## src/rtl/brk_unit.sv

```systemverilog
module brk_unit #(
  parameter int AW = 32,
  parameter int DW = 32,
  parameter int CW = 12
) (
  input  logic          clk,
  input  logic          rst_n,
  input  logic          reg_we,
  input  logic [2:0]    reg_addr,
  input  logic [DW-1:0] reg_wdata,
  output logic [DW-1:0] reg_rdata,
  input  logic          fetch_valid,
  input  logic [AW-1:0] fetch_addr,
  input  logic          retire,
  output logic          brk_out
);
  localparam logic [2:0] OFS_CTRL = 3'd0;
  localparam logic [2:0] OFS_LIM  = 3'd1;
  localparam logic [2:0] OFS_STAT = 3'd2;
  localparam logic [2:0] OFS_CMPA = 3'd3;
  localparam logic [2:0] OFS_CMPB = 3'd4;

  logic [AW-1:0] cmp_a, cmp_b;
  logic          after_q, seq_q, cen_q;
  logic [CW-1:0] cnt_lim, cnt_q;
  logic          armed_q, pend_q;
  logic [1:0]    stat_q;

  wire match_a = fetch_valid && (fetch_addr == cmp_a);
  wire match_b = fetch_valid && (fetch_addr == cmp_b);
  wire b_hit   = match_b && (!seq_q || armed_q);
  wire [CW:0] cnt_inc = {1'b0, cnt_q} + (CW+1)'(1);
  wire b_fire  = b_hit && (!cen_q || (cnt_inc == {1'b0, cnt_lim}));
  wire a_brk   = match_a && !seq_q;
  wire b_brk   = (b_fire && !after_q) || (pend_q && retire);

  assign brk_out = a_brk || b_brk;

  wire wr_ctrl = reg_we && (reg_addr == OFS_CTRL);
  wire wr_lim  = reg_we && (reg_addr == OFS_LIM);
  wire wr_stat = reg_we && (reg_addr == OFS_STAT);
  wire [1:0] stat_clr = wr_stat ? reg_wdata[1:0] : 2'b00;

  always_ff @(posedge clk) begin
    if (!rst_n) begin
      cmp_a   <= '0;
      cmp_b   <= '0;
      after_q <= 1'b0;
      seq_q   <= 1'b0;
      cen_q   <= 1'b0;
      cnt_lim <= '0;
      cnt_q   <= '0;
      armed_q <= 1'b0;
      pend_q  <= 1'b0;
      stat_q  <= 2'b00;
    end else begin
      if (reg_we && reg_addr == OFS_CMPA) cmp_a <= reg_wdata[AW-1:0];
      if (reg_we && reg_addr == OFS_CMPB) cmp_b <= reg_wdata[AW-1:0];
      if (wr_ctrl) begin
        after_q <= reg_wdata[6];
        seq_q   <= reg_wdata[3];
        cen_q   <= reg_wdata[0];
      end
      if (wr_lim) cnt_lim <= reg_wdata[CW-1:0];

      if (wr_lim || b_fire)     cnt_q <= '0;
      else if (b_hit && cen_q)  cnt_q <= cnt_inc[CW-1:0];

      armed_q <= seq_q && ((armed_q && !b_fire) || match_a);
      pend_q  <= (pend_q && !retire) || (b_fire && after_q);
      stat_q  <= (stat_q & ~stat_clr) | {b_brk, a_brk};
    end
  end

  always_comb begin
    reg_rdata = '0;
    case (reg_addr)
      OFS_CTRL: reg_rdata = DW'({after_q, 2'b00, seq_q, 2'b00, cen_q});
      OFS_LIM:  reg_rdata = DW'(cnt_lim);
      OFS_STAT: reg_rdata = DW'(stat_q);
      OFS_CMPA: reg_rdata = DW'(cmp_a);
      OFS_CMPB: reg_rdata = DW'(cmp_b);
      default:  reg_rdata = '0;
    endcase
  end
endmodule

```

## config.mk

```make
export PLATFORM = sky130hd
export DESIGN_NAME = brk_unit
export DESIGN_NICKNAME = d
export VERILOG_FILES = /design/src/rtl/brk_unit.sv
export SDC_FILE = /design/constraint.sdc
export NUM_CORES = 1
export LEC_CHECK = 0
export BUFFER_PORTS_ARGS = -buffer_cell sky130_fd_sc_hd__buf_4
export CORE_MARGIN = 2
export CORE_UTILIZATION = 60
export DETAILED_ROUTE_END_ITERATION = 10
export PLACE_DENSITY = 0.86
export RECOVER_POWER = 50
export SYNTH_ARGS = -nofsm -noshare
export SYNTH_HDL_FRONTEND = slang
export SYNTH_SLANG_ARGS = --single-unit
```

## constraint.sdc

```tcl
create_clock -name clk -period 3.9 [get_ports clk]
set_input_delay 0.195 -clock clk [delete_from_list [all_inputs] [get_ports clk]]
set_output_delay 0.195 -clock clk [all_outputs]
set_load 0.005 [all_outputs]
```

# ---- Word level (Yosys, flattened, before mapping)
# Index checks and enable logic that the tools add are counted.
dict set report totals {
  wordCells 55
  ff_bits 95
  output_inout_bits 33
  in_bits 72
}
dict set report classes {
  reduce_logical 31
  n_bitwise 4
  eq_ne 7
  add_sub_neg 1
  muxes 2
}
# operator count
set op_table {}
lappend op_table {{case mux 32 bit (5 select lines)} 1}
lappend op_table {{equality test 32 bit} 2}
lappend op_table {{logical AND 1 bit} 17}
lappend op_table {{adder 12 x 1 -> 13 bit (second input constant)} 1}
lappend op_table {{equality test 13 x 12 -> 1 bit} 1}
lappend op_table {{logical OR 1 bit} 7}
lappend op_table {{equality test 3 x 2 -> 1 bit (second input constant)} 2}
lappend op_table {{logical NOT 1 bit} 5}
lappend op_table {{equality test 3 x 1 -> 1 bit (second input constant)} 1}
lappend op_table {{equality test 3 bit (second input constant)} 1}
lappend op_table {{logical NOT 3 bit} 1}
lappend op_table {{bitwise AND 2 bit} 1}
lappend op_table {{2-to-1 mux 2 bit} 1}
lappend op_table {{inverter 2 bit} 1}
lappend op_table {{OR 2 bit} 1}
lappend op_table {{OR reduction 2 bit} 1}
lappend op_table {{inverter 1 bit} 1}

# ---- Depth between registers and ports, before layout
dict set report depth {
  ltp_word 8
  depth_mapped 10
  mapped_depth_nobuf 8
}

# ---- Least setup slack after synthesis
# Ideal clock, no wire load.
dict set report synth_timing {
  path_kind {reg-to-reg}
  from {register cnt_q[0]}
  to {register cnt_q[3]}
  path_buffers 1
  setup_time_ps 115
  stages_incl_launch_ff 10
  required_time_ps 3785
  t_arrival_ps 2262
  synth_period_minus_slack_ps 2377
  slack_ps 1523
  cell_sequence {dfxtp_1 -> ha_1 -> nand3_2 -> o311a_1 -> or4_4 -> a2111oi_4 -> a41oi_2 -> nand3_2 -> buf_6 -> nor2_2}
}
dict set report synth_via {
  elab_chain_len 6
}
# element line
set synth_rtl {}
lappend synth_rtl {{from (decl)} 25} ;# logic [CW-1:0] cnt_lim, cnt_q;
lappend synth_rtl {{from (signal assigned)} 67} ;# else if (b_hit && cen_q) cnt_q <= cnt_inc[CW-1:0];
lappend synth_rtl {{adder 12 x 1 -> 13 bit *} 32} ;# wire [CW:0] cnt_inc = {1'b0, cnt_q} + (CW+1)'(1);
lappend synth_rtl {{equality test 13 x 12 -> 1 bit} 33} ;# wire b_fire = b_hit && (!cen_q || (cnt_inc == {1'b0, cnt_lim}));
lappend synth_rtl {{logical OR 1 bit} 33}
lappend synth_rtl {{logical AND 1 bit} 33}
lappend synth_rtl {{logical OR 1 bit} 66} ;# if (wr_lim || b_fire) cnt_q <= '0;
lappend synth_rtl {{OR reduction 2 bit (no source line)} -}
# Every way passes the cells marked *; elsewhere a longest branch is shown, timed or not.
# A chain may end at the register's enable or synchronous reset.

# ---- Worst setup path after layout
dict set report layout_timing {
  from {input port reg_addr[1]}
  to {register cmp_a[16]}
}
dict set report layout_via {
  elab_chain_len 2
}
# element line
set layout_rtl {}
lappend layout_rtl {{from (decl)} 9} ;# input logic [2:0] reg_addr,
lappend layout_rtl {{equality test 3 x 2 -> 1 bit} 57} ;# if (reg_we && reg_addr == OFS_CMPA) cmp_a <= reg_wdata[AW-1:0];
lappend layout_rtl {{logical AND 1 bit} 57}
lappend layout_rtl {{to (signal assigned)} 57}
lappend layout_rtl {{to (decl)} 23} ;# logic [AW-1:0] cmp_a, cmp_b;
# Every way passes these cells.

==> run_results.csv <==
group,metric,value,unit
floorplanning,io_pins,105,
clock_network,cts_sinks,95,
cells_and_area,drive_gt1_share,18.6,%
logic_synthesis,yosys_warnings,0,
worst_setup_path,crit_buf_inv,3,
floorplanning,fp.dieH,99.2,µm
logic_synthesis,synth_top_cell_by_area,"dfxtp_1",
clock_network,cts_tree,"built",
sta,fmax,0.296,GHz
global_routing,grt_max_degree,88,
worst_setup_path,crit_family,"buffers and inverters",
worst_setup_path,worst_setup_path_start_kind,"primary input",
global_routing,antenna_found_initial,0,
detailed_routing,postRouteAntennaNets,0,
sta,min_period,3.37,ns
power_and_ir_drop,p_per_area,304,nW/µm²
logic_synthesis,postSynthCellCount,684,
detailed_routing,drt_pass1_iterations,5,
logic_synthesis,yosysUniqueCellTypes,54,
logic_synthesis,ys_dominant_reg_cell,"dfxtp_1",
detailed_routing,finalWirelength,15700,µm
clock_network,cts_made_buffers,9,
clock_network,htree_num_levels,3,
cells_and_area,finalNetCount,835,
sta,setup_viol,0,
global_routing,track_usage,31.8,%
sta,fin_setup_tns,0,ns
worst_setup_path,max_stage_delay,1.22,ns
logic_synthesis,synthesis.nets,757,
power_and_ir_drop,vdd_drop_max,0.223,mV
placement,routabilityCongestion,1.02,
worst_setup_path,critical_path_required,4.19,ns
global_routing,grt.overflow.total,0,
detailed_routing,drt_iter0_drc,318,
clock_network,cts-hold-fix-buffers,0,
worst_hold_path,hp-class,"primary input to flip-flop",
sta,relSlewSlack,-11.4,%
logic_synthesis,synth-seq-cells,95,
clock_network,clk_pin_slew,0.10,ns
clock_network,clk_latency,0.37,ns
clock_network,cts_root_buffer,"clkbuf_8",
logic_synthesis,ys_async_sr_fraction,0,%
sta,slew_violations,64,
clock_network,post_cts_buffers,0,
sta,fin_skew,0.0236,ns
clock_network,cts_max_path_buffers,2,
power_and_ir_drop,p_leak,2.40,nW
placement,hpwl,11200,µm
worst_setup_path,crit_chain,"clkbuf_1 -> inv_1 -> nor2_1 -> and2_0 -> clkbuf_1 -> nand2_1 -> a21boi_0",
worst_setup_path,path_class,"primary input to flip-flop",
detailed_routing,wl_per_cell,17.9,µm
detailed_routing,vias,5197,
floorplanning,core,8760,µm²
logic_synthesis,yosysMostFrequentCell,"nand2_1",
worst_setup_path,crit_top_cell,"clkbuf_1",
floorplanning,die-area,9850,µm²
worst_setup_path,worst_path_max_delay_cell,"clkbuf_1",
floorplanning,rows,34,
cells_and_area,area_growth,18.2,%
logic_synthesis,synth_edf_count,0,
detailed_routing,viasPerCell,5.94,
logic_synthesis,yosysTopAreaCellShare,34.9,%
worst_setup_path,crit_path_end_kind,"flip-flop",
sta,fin_crit_sh,86.5,%
logic_synthesis,synth.avg_cell_area,7.96,µm²
clock_network,cts_resized,0,
logic_synthesis,ys_top_cells_by_area,"dfxtp_1 (35%), nand2_1 (13%), a21boi_0 (10%), xor2_1 (7.1%), xnor2_1 (6.4%)",
placement,io_buffers,104,
detailed_routing,drc,0,
floorplanning,die_w,99.2,µm
worst_setup_path,worst-endpoint-arrival,3.66,ns
sta,finalHoldViolations,0,
status,status,"complete, but fails checks",
global_routing,grt_pass1_vias,4970,
global_routing,grt_pass1_wl,24900,µm
power_and_ir_drop,power,1.96,mW
sta,rsz0062_at_grt,"false",
job,maxCapViolCount,2,
worst_setup_path,worstPathMaxFanout,30,
status,violations,"max-capacitance violations, max-slew violations",
logic_synthesis,yosysSeqAreaShare,34.9,%
cells_and_area,n_antenna_cell,0,
floorplanning,start_util,62.1,%
logic_synthesis,synthTopCellsByCount,"nand2_1 (192), dfxtp_1 (95), a21boi_0 (76)",
logic_synthesis,synth_area,5440,µm²
sta,worst_pin_slew,1.67,ns
==> cells by family (layout without fill, tap and decap cells) <==
group           Yosys count  in the layout  share of synthesized area (%)
mux                      15             15                           2.99
buf+inv                  52            135                           3.98
flops                    95             95                           34.9
compound gates          138            138                           19.1
fa+ha+maj                 1              1                          0.230
simple gates            299            299                           25.2
xor+xnor                 84             84                           13.5
==> per-stage QoR <==
step | hold WS, ns | std cells | util (%) | area [µm²] | worst slack [ns]
2_1_floorplan | 0.340 | 684 | - | 5440 | 1.52
3_3_place_gp | 0.465 | 859 | 71.1 | 6230 | 1.25
3_5_place_dp | 0.474 | 859 | 71.1 | 6230 | 1.19
4_1_cts | 0.0767 | 875 | 73.5 | 6440 | 0.835
5_1_grt | 0.0744 | 875 | 73.4 | 6430 | 0.378
6_report | 0.0843 | 875 | 73.4 | 6430 | 0.526
==> registers in the layout, indices dropped and copies added (netlist names), 2 cells and up <==
signal / flops
cmp_a: 32
cmp_b: 32
cnt_lim: 12
cnt_q: 12
stat_q: 2
==> placed cells by master (no fill, tap or decap), types with 2 or more instances in the layout <==
cell type    n
nand4_1     15
and4_1       2
nor2_2      10
o21ai_0     18
inv_6        2
xor2_1      44
clkbuf_8    11
nand2b_1     5
mux2i_1     14
nor3b_1      2
a31oi_1      4
nor3_1      10
nor2b_1     10
xnor2_1     40
and3_1       6
dfxtp_1     95
nand3_2      2
nand3_1      7
a21oi_1      4
inv_1        7
or4_1        3
a21boi_0    76
a22o_1      21
nand2_1    192
nand3b_1     2
nor4_1      10
nor2_1      14
or3_1        2
clkbuf_1     3
buf_4      109
nor4b_1      3
==> worst min-delay path, stage by stage <==
cell      delay, ns
buf_4          0.11
nand2_1        0.04
a21boi_0       0.06
==> report_power, final <==
| group | switching, mW | internal, mW |
|---|---|---|
| clock | 0.370 | 0.338 |
| combinational | 0.131 | 0.112 |
| sequential | 0.0182 | 0.987 |
| total | 0.519 | 1.44 |
==> layer usage <==
| metal | vias to the layer above | track usage, % | wire (µm) |
|---|---|---|---|
| met1 | 2426 | 40.8 | 6410 |
| li1 | 2469 | - | - |
| met2 | 256 | 51.4 | 7320 |
| met4 | 0 | 13.8 | 598 |
| met5 | - | 0 | 0 |
| met3 | 46 | 7.31 | 1360 |
==> worst paths after layout <==
| check | startpoint | endpoint | slack [ns] | depth (start not counted) |
|---|---|---|---|---|
| setup / recovery | reg_addr[1] | cmp_a[16]$_SDFFE_PN0P_ | 0.53 | 7 |
| hold / removal | reg_wdata[14] | cmp_b[14]$_SDFFE_PN0P_ | 0.08 | 3 |
| setup reg to reg | cnt_q[0]$_SDFFE_PP0P_ | cnt_q[0]$_SDFFE_PP0P_ | 1.19 | 8 |
| hold reg to reg | cmp_b[28]$_SDFFE_PN0P_ | cmp_b[28]$_SDFFE_PN0P_ | 0.49 | 2 |
==> layout make-up <==
| type | count | area, µm² |
|---|---|---|
| clock buffer | 11 | 151 |
| clock inverter | 5 | 63.8 |
| inverter | 7 | 26.3 |
| timing repair buffer | 112 | 830 |
| multi-input combinational | 537 | 3320 |
| fill | 660 | 2330 |
| sequential | 95 | 1900 |
| tap | 108 | 135 |
(Power assumes the default switching activity.)
